$ cat config.mk
export PLATFORM = sky130hd
export DESIGN_NAME = irq_status_agg
export DESIGN_NICKNAME = d
export VERILOG_FILES = /design/src/rtl/irq_agg_pkg.sv /design/src/rtl/phy_edge_fsm.sv /design/src/rtl/port_status_reg.sv /design/src/rtl/status_view.sv /design/src/rtl/irq_status_agg.sv
export SDC_FILE = /design/constraint.sdc
export NUM_CORES = 1
export LEC_CHECK = 0
export CAP_MARGIN = 40
export CORE_ASPECT_RATIO = 1.25
export CORE_UTILIZATION = 40
export CTS_CLUSTER_DIAMETER = 60
export DETAILED_ROUTE_END_ITERATION = 6
export GPL_TIMING_DRIVEN = 0
export HOLD_SLACK_MARGIN = 0.06
export PLACE_DENSITY_LB_ADDON = 0.3
export SETUP_SLACK_MARGIN = 0.15
export SLEW_MARGIN = 20
export SYNTH_ARGS = -nofsm -noshare
export SYNTH_HDL_FRONTEND = slang
export SYNTH_SLANG_ARGS = --single-unit
$ cat constraint.sdc
create_clock -name clk -period 1.3 [get_ports clk]
set_input_delay 0.26 -clock clk [delete_from_list [all_inputs] [get_ports clk]]
set_output_delay 0.26 -clock clk [all_outputs]
set_load 0.03 [all_outputs]
$ cat src/rtl/irq_agg_pkg.sv
package irq_agg_pkg;

    localparam int FIELD_W   = 8;
    localparam int ERR_W     = FIELD_W - 1;

    localparam int B_PHY_CHG = 0;
    localparam int B_PHY_UP  = 1;
    localparam int B_FIFO    = 2;
    localparam int B_RESP    = 3;
    localparam int B_FRAME   = 4;
    localparam int B_INTEG   = 5;
    localparam int B_CRC     = 6;
    localparam int B_DRIVE   = 7;

    typedef enum logic {
        LINK_DOWN = 1'b0,
        LINK_UP   = 1'b1
    } link_state_e;

    typedef struct packed {
        logic drive;
        logic crc;
        logic disparity;
        logic resp_err;
        logic frame;
        logic fifo;
    } port_evt_t;

endpackage

$ cat src/rtl/phy_edge_fsm.sv
module phy_edge_fsm
    import irq_agg_pkg::*;
(
    input  logic clk,
    input  logic rst_n,
    input  logic ready,
    output logic chg,
    output logic came_up
);

    link_state_e state_q;
    link_state_e state_d;

    // state register
    always_ff @(posedge clk or negedge rst_n) begin
        if (!rst_n) state_q <= LINK_DOWN;
        else        state_q <= state_d;
    end

    // next state
    always_comb begin
        state_d = state_q;
        unique case (state_q)
            LINK_DOWN: if (ready)  state_d = LINK_UP;    // come-up
            LINK_UP:   if (!ready) state_d = LINK_DOWN;  // drop
            default:   state_d = LINK_DOWN;
        endcase
    end

    // outputs
    always_comb begin
        chg     = 1'b0;
        came_up = 1'b0;
        unique case (state_q)
            LINK_DOWN: begin
                if (ready) begin
                    chg     = 1'b1;
                    came_up = 1'b1;
                end
            end
            LINK_UP: begin
                if (!ready) chg = 1'b1;
            end
            default: begin
                chg     = 1'b0;
                came_up = 1'b0;
            end
        endcase
    end

endmodule

$ cat src/rtl/port_status_reg.sv
module port_status_reg
    import irq_agg_pkg::*;
(
    input  logic               clk,
    input  logic               rst_n,
    input  port_evt_t          evt,
    input  logic               phy_chg,
    input  logic               phy_up,
    input  logic               rd_clr,
    input  logic               wr_clr,
    input  logic [ERR_W-1:0]   clr_mask,
    output logic [FIELD_W-1:0] bits_q
);

    logic [FIELD_W-1:0] set_vec;
    logic [FIELD_W-1:0] clr_vec;
    logic [FIELD_W-1:0] bits_d;

    always_comb begin
        set_vec            = '0;
        set_vec[B_DRIVE]   = evt.drive;
        set_vec[B_CRC]     = evt.crc;
        set_vec[B_INTEG]   = evt.crc | evt.disparity | evt.resp_err;
        set_vec[B_FRAME]   = evt.frame;
        set_vec[B_RESP]    = evt.resp_err;
        set_vec[B_FIFO]    = evt.fifo;
        set_vec[B_PHY_UP]  = phy_up;
        set_vec[B_PHY_CHG] = phy_chg;
    end

    always_comb begin
        clr_vec          = '0;
        clr_vec[B_DRIVE] = rd_clr;
        if (wr_clr) clr_vec[ERR_W-1:0] = clr_mask;
    end

    // a set in the same cycle overrides the clear
    assign bits_d = (bits_q & ~clr_vec) | set_vec;

    always_ff @(posedge clk or negedge rst_n) begin
        if (!rst_n) bits_q <= '0;
        else        bits_q <= bits_d;
    end

endmodule

$ cat src/rtl/status_view.sv
module status_view #(
    parameter int WORD_W = 32
) (
    input  logic              ide_mode,
    input  logic [WORD_W-1:0] raw_word,
    output logic [WORD_W-1:0] status_word,
    output logic              irq
);

    always_comb begin
        status_word = ide_mode ? raw_word : '0;
        irq         = ide_mode & (|raw_word);
    end

endmodule

$ cat src/rtl/irq_status_agg.sv
module irq_status_agg
    import irq_agg_pkg::*;
#(
    parameter int NUM_PORTS = 4,
    localparam int WORD_W   = NUM_PORTS * FIELD_W
) (
    input  logic                 clk,
    input  logic                 rst_n,
    input  logic                 ide_mode,
    input  logic [NUM_PORTS-1:0] phy_ready,
    input  logic [NUM_PORTS-1:0] drive_evt,
    input  logic [NUM_PORTS-1:0] crc_evt,
    input  logic [NUM_PORTS-1:0] disparity_evt,
    input  logic [NUM_PORTS-1:0] resp_err_evt,
    input  logic [NUM_PORTS-1:0] frame_evt,
    input  logic [NUM_PORTS-1:0] fifo_evt,
    input  logic [NUM_PORTS-1:0] status_rd,
    input  logic [NUM_PORTS-1:0] err_wr,
    input  logic [ERR_W-1:0]     err_wdata,
    output logic [WORD_W-1:0]    status_word,
    output logic                 irq
);

    logic [WORD_W-1:0] raw_word;

    for (genvar p = 0; p < NUM_PORTS; p++) begin : g_port
        port_evt_t evt;
        logic      chg;
        logic      came_up;

        assign evt = '{drive:     drive_evt[p],
                       crc:       crc_evt[p],
                       disparity: disparity_evt[p],
                       resp_err:  resp_err_evt[p],
                       frame:     frame_evt[p],
                       fifo:      fifo_evt[p]};

        phy_edge_fsm u_phy (
            .clk     (clk),
            .rst_n   (rst_n),
            .ready   (phy_ready[p]),
            .chg     (chg),
            .came_up (came_up)
        );

        port_status_reg u_reg (
            .clk      (clk),
            .rst_n    (rst_n),
            .evt      (evt),
            .phy_chg  (chg),
            .phy_up   (came_up),
            .rd_clr   (status_rd[p]),
            .wr_clr   (err_wr[p]),
            .clr_mask (err_wdata),
            .bits_q   (raw_word[p*FIELD_W +: FIELD_W])
        );
    end

    status_view #(.WORD_W(WORD_W)) u_view (
        .ide_mode    (ide_mode),
        .raw_word    (raw_word),
        .status_word (status_word),
        .irq         (irq)
    );

endmodule

Yosys cells after proc, flatten, opt, wreduce, memory -nomap -nowiden
Cells that the tools add are included.
- mux-type cells: 21
- div/mod/pow operators: 0
- shift operators: 0
- reduce and logical (&&, ||, !) cells: 1
- add/subtract/negate cells: 0
- order comparisons: 0
- bitwise gates (word level): 25
- $mul: 0
- equality and inequality tests: 0
- operators with widths (kind ; count):
    $and 8x8->8 ; 4
    $mux 32 ; 1
    $not 8->8 ; 4
    $or 8x8->8 ; 4
    $reduce_or 32->1 ; 1
    $mux 7 ; 4
    $mux 1 ; 12
    $or 1x1->1 ; 8
    $pmux 1 s2 ; 4
    $not 1->1 ; 4
    $and 1x1->1 ; 1
- bits of input ports: 46
- flip-flop bits (word level): 36
- latch bits: 0
- memories kept: 0
- output and inout bits: 33
- bits in read-only memories: 0
- logic and storage cells: 55
- RAM bits: 0

Longest topological paths before layout
Gate-level depths: netlist of the first run.
- word-level depth: 4
- gate-level depth with buffers: 3

Modules after synthesis
Synthesis of the first run repeated with hierarchy kept, for this count alone.
- cell total of the unflattened synthesis: 158
- area total of the unflattened synthesis: 1664.1 um2
- modules (own cells, without submodules) (module ; instances ; cells an instance ; area each (um2) ; seq. area each (um2)):
    port_status_reg ; 4 ; 24 ; 294.0 ; 200.2
    status_view ; 1 ; 46 ; 307.8 ; 0.0
    phy_edge_fsm ; 4 ; 4 ; 45.0 ; 25.0

Worst setup path after synthesis of the first run
No wires, ideal clock.
- path kind: reg2out
- start: register g_port[3].u_reg.bits_q[2]
- end: output port irq
- data arrival time: 1.026 ns
- stages on the path, launching flop included: 4
- path buffers: 0
- slack: 0.014 ns
- cell sequence: dfrtp_1 nor4_1 nand4_1 o21a_1
- longest elaborated chain between the ends: 2
- RTL lines (item ; RTL line ; source):
    start, declared ; port_status_reg.sv:12 ; output logic [FIELD_W-1:0] bits_q
    start signal, assigned ; port_status_reg.sv:42 ; else bits_q <= bits_d;
    $reduce_or 32->1 ; status_view.sv:12 ; irq = ide_mode & (|raw_word);
    $and 1x1->1 ; status_view.sv:12 ;
    end, declared ; irq_status_agg.sv:21 ; output logic irq
Every way passes these cells.

Worst setup path after layout of the first run
- start: register g_port[0].u_reg.bits_q[3]
- end: output port irq
- longest elaborated chain between the ends: 2
- RTL lines (item ; RTL line):
    start, declared ; port_status_reg.sv:12
    start signal, assigned ; port_status_reg.sv:42
    $reduce_or 32->1 ; status_view.sv:12
    $and 1x1->1 ; status_view.sv:12
Every way passes these cells.

==> results.cfg, run 1 <==
[hold_path]
hold_class = input port to register
min_from = err_wr[0]
min_to = g_port[0].u_reg.bits_q[4]
holdPathStages = 3

[routing]
drc = 0
routed_wl_mm = 4.45
dr.pass1.iters = 4
ant_nets = 0
wl_per_cell_um = 14.6
drt_iter0_drc = 48
post_drt_via_cell_ratio = 4.80
vias = 1464

[synthesis]
synth-edff-count = 0
synthMuxAreaShare_pct = 0
async_flop_share_pct = 100
synth_top_family_by_area = simple AND/OR/NAND/NOR gates
yosys.area_share.simple_pct = 24.5
synthXorXnorAreaFrac_pct = 0
ys_warn_count = 0
synth_cells = 158
syn_area_mm2 = 0.00162
synth_cell_types = 11
yosys.area.top_type = dfrtp_1
ys_ff_latch = 36
synth.top_cells.by_area = dfrtp_1 (56%), and2_1 (12%), a21o_1 (11%)
synthDominantCellAreaShare_pct = 55.5
yosysSeqAreaShare_pct = 55.5
synth_compound_area_share_pct = 14.3
synthFlopType = dfrtp_1
synth_fp_nets = 208
synthTopCellsByCount = dfrtp_1 (36), nand2_1 (36), and2_1 (32)
synth_fa_ha_area_share_pct = 3.08
avgSynthCellArea_um2 = 10.3

[sta]
min_period_ns = 1.80
final_max_slew_viol_count = 0
finalSetupViolCount = 4
whs_ns = 0.385
slew_headroom_pct = 71.3
clock_skew_ns = 0.000432
tightest_slew_ns = 0.431
clock.fmax_mhz = 555
fin_ws_ns = -0.501
rsz0062_at_grt = yes
hold_viol_final = 0
finalCritPeriodShare_pct = 139

[clock_network]
clockBufferDepth = 2
clk_pin_slew_ns = 0.07
clk_latency_ns = 0.29
cts.sinks = 36
cts_max_level = 2
cts-root-buf = clkbuf_8
cts_buffers = 5
cts_tree = yes

[setup_path]
crit_path_start_kind = register
r2r_cells = 1
cp-end-kind = primary output
cp-startpoint = g_port[0].u_reg.bits_q[3]
crit_arrival_ns = 1.54
critPathMaxFanout = 2
rrSetupSlack_ns = 0.40
r2r_start = g_port[3].u_reg.bits_q[5]
crit_type = register to primary output
crit_required_ns = 1.04
rr_endpoint = g_port[3].u_reg.bits_q[5]

[floorplan]
core_mm2 = 0.00385
ioPinCount = 79
die_h_um = 73.2
start_util_pct = 42.2
num_rows = 25
die_w_um = 59.0
die_area_mm2 = 0.00432

[placed_design]
place.gp.congestion = 0.787
port_buffers = 78
dp_hpwl_mm = 3.29

[pwr]
netSwitchingPower_mw = 0.805
p_seq_share_pct = 44.0
leakagePower_nw = 1.30
p_per_area_mw_per_mm2 = 1020
ir_drop_uv = 702
pwr-share-clk_pct = 28.1
p_int_mw = 2.07
p_sw_share_pct = 28.0
combPwrFrac_pct = 28.0
finalPower_mw = 2.88

[cells_and_area]
area_growth_pct = 73.5
diodes = 0
drive_gt1_share_pct = 35.1
layout.nets = 300

[grt]
grt_pass1_vias = 1365
grt_use_total_pct = 22.5
antenna_found_initial = 0
overflow = 0
grt_pass1_wl_mm = 6.81
grt_max_degree = 22

[job]
maxCapViolations = 0

[outcome]
status = complete, but fails checks
failed_checks = negative setup slack
-- how the worst max path moves through the flow --
stage | slack, ns | cells after the start | endpoint
finish | -0.50 | 4 | irq
global route | -0.56 | 4 | irq
CTS | -0.52 | 4 | irq
detailed placement | -0.99 | 4 | irq
global placement | -1.01 | 4 | status_word[9]
floorplan | 0.03 | 3 | irq
-- logic make-up after synthesis --
logic type      Yosys count
flops                    36
simple gates             78
compound gates           29
buf+inv                  11
fa+ha+maj                 4
-- registers in the layout, indices dropped and copies added, names as in the netlist --
register,flops
g_port.u_phy.state_q,4
g_port.u_reg.bits_q,32
-- critical path, stage by stage, from the launching register on --
cell	delay [ns]
dfrtp_1	0.40
nor4_2	0.32
nand4_1	0.16
o21a_2	0.23
buf_6	0.13
-- power groups by stage --
stage	sequential [mW]	clock, mW	combinational, mW
after floorplan	1.26	0	0.311
after global placement	1.27	0	0.669
after detailed placement	1.27	0	0.682
after CTS	1.26	0.824	0.791
after global routing	1.27	0.866	0.855
final	1.26	0.807	0.805
-- layer usage --
metal  part of all wire [%]  up-vias  track usage (%)
met5                      0        -                0
met4                    1.4        0             7.94
met3                    6.0        6             6.03
met2                     49       61             36.1
met1                     44      683             29.0
li1                       -      714                -
-- layout by cell type, fill, tap and decap left out, drive strengths merged --
cell type / count
a2111o: 4
a21o: 24
and2: 32
buf: 41
clkbuf: 11
clkdlybuf4s50: 38
dfrtp: 36
dlygate4sd2: 4
dlygate4sd3: 1
dlymetal6s2s: 1
ha: 4
inv: 8
nand2: 36
nand4: 2
nor4: 8
o21a: 1
-- repair_timing --
item / 4_1_cts / 5_1_grt
endpoints found under the setup margin: 37 / 34
gates resized for setup: 280 / 8
buffers inserted: 3 / 2
hold buffers: 1 / 0
hold endpoints to repair: 15 / 0
pin swaps: 17 / 23
-- through the flow --
stage / setup slack (ns) / setup TNS (ns) / util, % / cell area, um2 / cells
floorplan: 0.0299 / 0 / - / 1620 / 158
global placement: -1.01 / -60.71 / 64.3 / 2470 / 290
detailed placement: -0.986 / -31.09 / 64.8 / 2490 / 291
CTS: -0.515 / -0.744 / 72.1 / 2780 / 303
global route: -0.555 / -0.919 / 73.2 / 2820 / 305
finish: -0.501 / -0.775 / 73.2 / 2820 / 305
-- layout make-up --
| type | count | area, um2 |
|---|---|---|
| buffer | 3 | 41.3 |
| inverter | 8 | 30.0 |
| timing repair buffer | 85 | 892 |
| fill | 300 | 1030 |
| multi-input combinational | 111 | 793 |
| tap | 54 | 67.6 |
| sequential | 36 | 901 |
| clock buffer | 8 | 90.1 |
No activity file was read; power rests on OpenSTA's default activity.
==> run 2: changes to the inputs <==
SLEW_MARGIN = not set   (was 20)
==> results.cfg, run 2 (synthesis results as in run 1) <==
[outcome]
status = complete, but fails checks
failed_checks = negative setup slack

[placed_design]
dp_hpwl_mm = 3.19
place.gp.congestion = 0.787
port_buffers = 78

[cells_and_area]
nFillCells = 293
area_growth_pct = 70.8
drive_gt1_share_pct = 35.4
layout.nets = 298
diodes = 0
layout_commonest_cell = clkdlybuf4s50_1
top_regs = g_port.u_reg.bits_q x32, g_port.u_phy.state_q x4
final_cell_mix = clkdlybuf4s50_1 (38), nand2_1 (36), dfrtp_1 (36), buf_6 (36), and2_4 (32)
largest_reg_flops = 32
regMostFlops = g_port.u_reg.bits_q

[routing]
ant_nets = 0
wl_met2_mm = 2.17
met3WireLength_um = 280
drt_iter0_drc = 63
vias = 1488
dr.max_layer_used = met4
wl_per_cell_um = 14.9
post_drt_via_cell_ratio = 4.96
met1_length_mm = 1.90
dr.pass1.iters = 4
drc = 0
routed_wl_mm = 4.46

[grt]
grt_pass1_vias = 1426
overflow = 0
grt_max_degree = 37
antenna_found_initial = 0
grt_use_total_pct = 22.2
grt_pass1_wl_mm = 6.84

[sta]
finalSetupViolCount = 6
whs_ns = 0.0536
finalCritPeriodShare_pct = 138
clock_skew_ns = 0.000116
rsz0062_at_grt = yes
final_max_slew_viol_count = 0
tightest_slew_ns = 0.784
clock.fmax_mhz = 558
tns_ns = -0.671
hold_viol_final = 0
fin_ws_ns = -0.493
min_period_ns = 1.79
slew_headroom_pct = 47.7

[pwr]
ir_drop_uv = 681
p_int_mw = 1.98
p_seq_share_pct = 46.1
netSwitchingPower_mw = 0.783
leakagePower_nw = 1.27
p_sw_share_pct = 28.4
combPwrFrac_pct = 28.8
p_per_area_mw_per_mm2 = 996
pwr-share-clk_pct = 25.1

[setup_path]
crit_buf_inv = 1
max_stage_delay_ns = 0.40
crit_chain = nor4_2 -> nand4_1 -> o21a_2 -> buf_6
critPathMaxFanout = 2
crit_path_start_kind = register
cpMaxStageDelayCell = dfrtp_1
cp-end-kind = primary output
crit_type = register to primary output
crit_required_ns = 1.04
critPathTopFamily = simple AND/OR/NAND/NOR gates
crit_arrival_ns = 1.53

[clock_network]
postCtsHoldBufs = 0
cts_buffers = 5
cts.sinks = 36
clockBufferDepth = 2
clk_latency_ns = 0.28
cts_tree = yes
cts-root-buf = clkbuf_8
cts_max_level = 2
clk_pin_slew_ns = 0.06

[floorplan]
num_rows = 25
die_h_um = 73.2
ioPinCount = 79
core_mm2 = 0.00385
die_w_um = 59.0
start_util_pct = 42.2
die_area_mm2 = 0.00432

[job]
maxCapViolations = 0

[hold_path]
hold_class = input port to async pin
[run 2: power by group through the flow]
stage	combinational, mW	sequential, mW	clock, mW
after floorplan	0.311	1.26	0
after global placement	0.669	1.27	0
after detailed placement	0.671	1.27	0
after CTS	0.783	1.26	0.704
after global routing	0.842	1.28	0.746
final	0.795	1.27	0.692
[run 2: timing repair]
action                                  4_1_cts  5_1_grt
endpoints found under the setup margin       37       33
pin swaps                                    17       17
gates resized for setup                     284        7
setup buffers                                 4        1
[run 2: per-stage QoR]
stage          power, mW  instances  setup WS [ns]  cell area [um2]  util, %
3_3_place_gp        1.94        290          -1.01             2470     64.3
2_1_floorplan       1.57        158         0.0299             1620        -
4_1_cts             2.75        299         -0.495             2740     71.1
6_report            2.76        300         -0.493             2770     72.0
5_1_grt             2.87        300         -0.541             2770     72.0
3_5_place_dp        1.95        290         -0.987             2470     64.1
[run 2: worst paths after layout]
path | to | slack (ns) | cells past startpoint | startpoint
setup / recovery | irq | -0.49 | 4 | g_port[0].u_reg.bits_q[3]
hold / removal | g_port[3].u_reg.bits_q[5] | 0.05 | 1 | rst_n
setup reg to reg | g_port[1].u_reg.bits_q[5] | 0.39 | 1 | g_port[1].u_reg.bits_q[5]
hold reg to reg | g_port[3].u_reg.bits_q[3] | 0.52 | 1 | g_port[3].u_reg.bits_q[3]
max in group asynchronous | g_port[1].u_reg.bits_q[7] | 0.74 | 1 | rst_n
min in group clk | g_port[3].u_phy.state_q | 0.46 | 1 | phy_ready[3]
[run 2: final cells by class]
cell class	count	area (um2)	area share, %
Sequential cell	36	901	32.5
Timing Repair Buffer	83	855	30.8
Clock buffer	5	68.8	2.48
Tap cell	54	67.6	2.44
Buffer	3	41.3	1.49
Inverter	8	30.0	1.08
Multi-Input combinational cell	111	808	29.2
[run 2: routing by layer]
metal  up-vias  GRT usage [%]
li1        708              -
met1       704           27.9
met2        66           36.4
met3        10           5.32
met4         0           9.26
met5         -              0
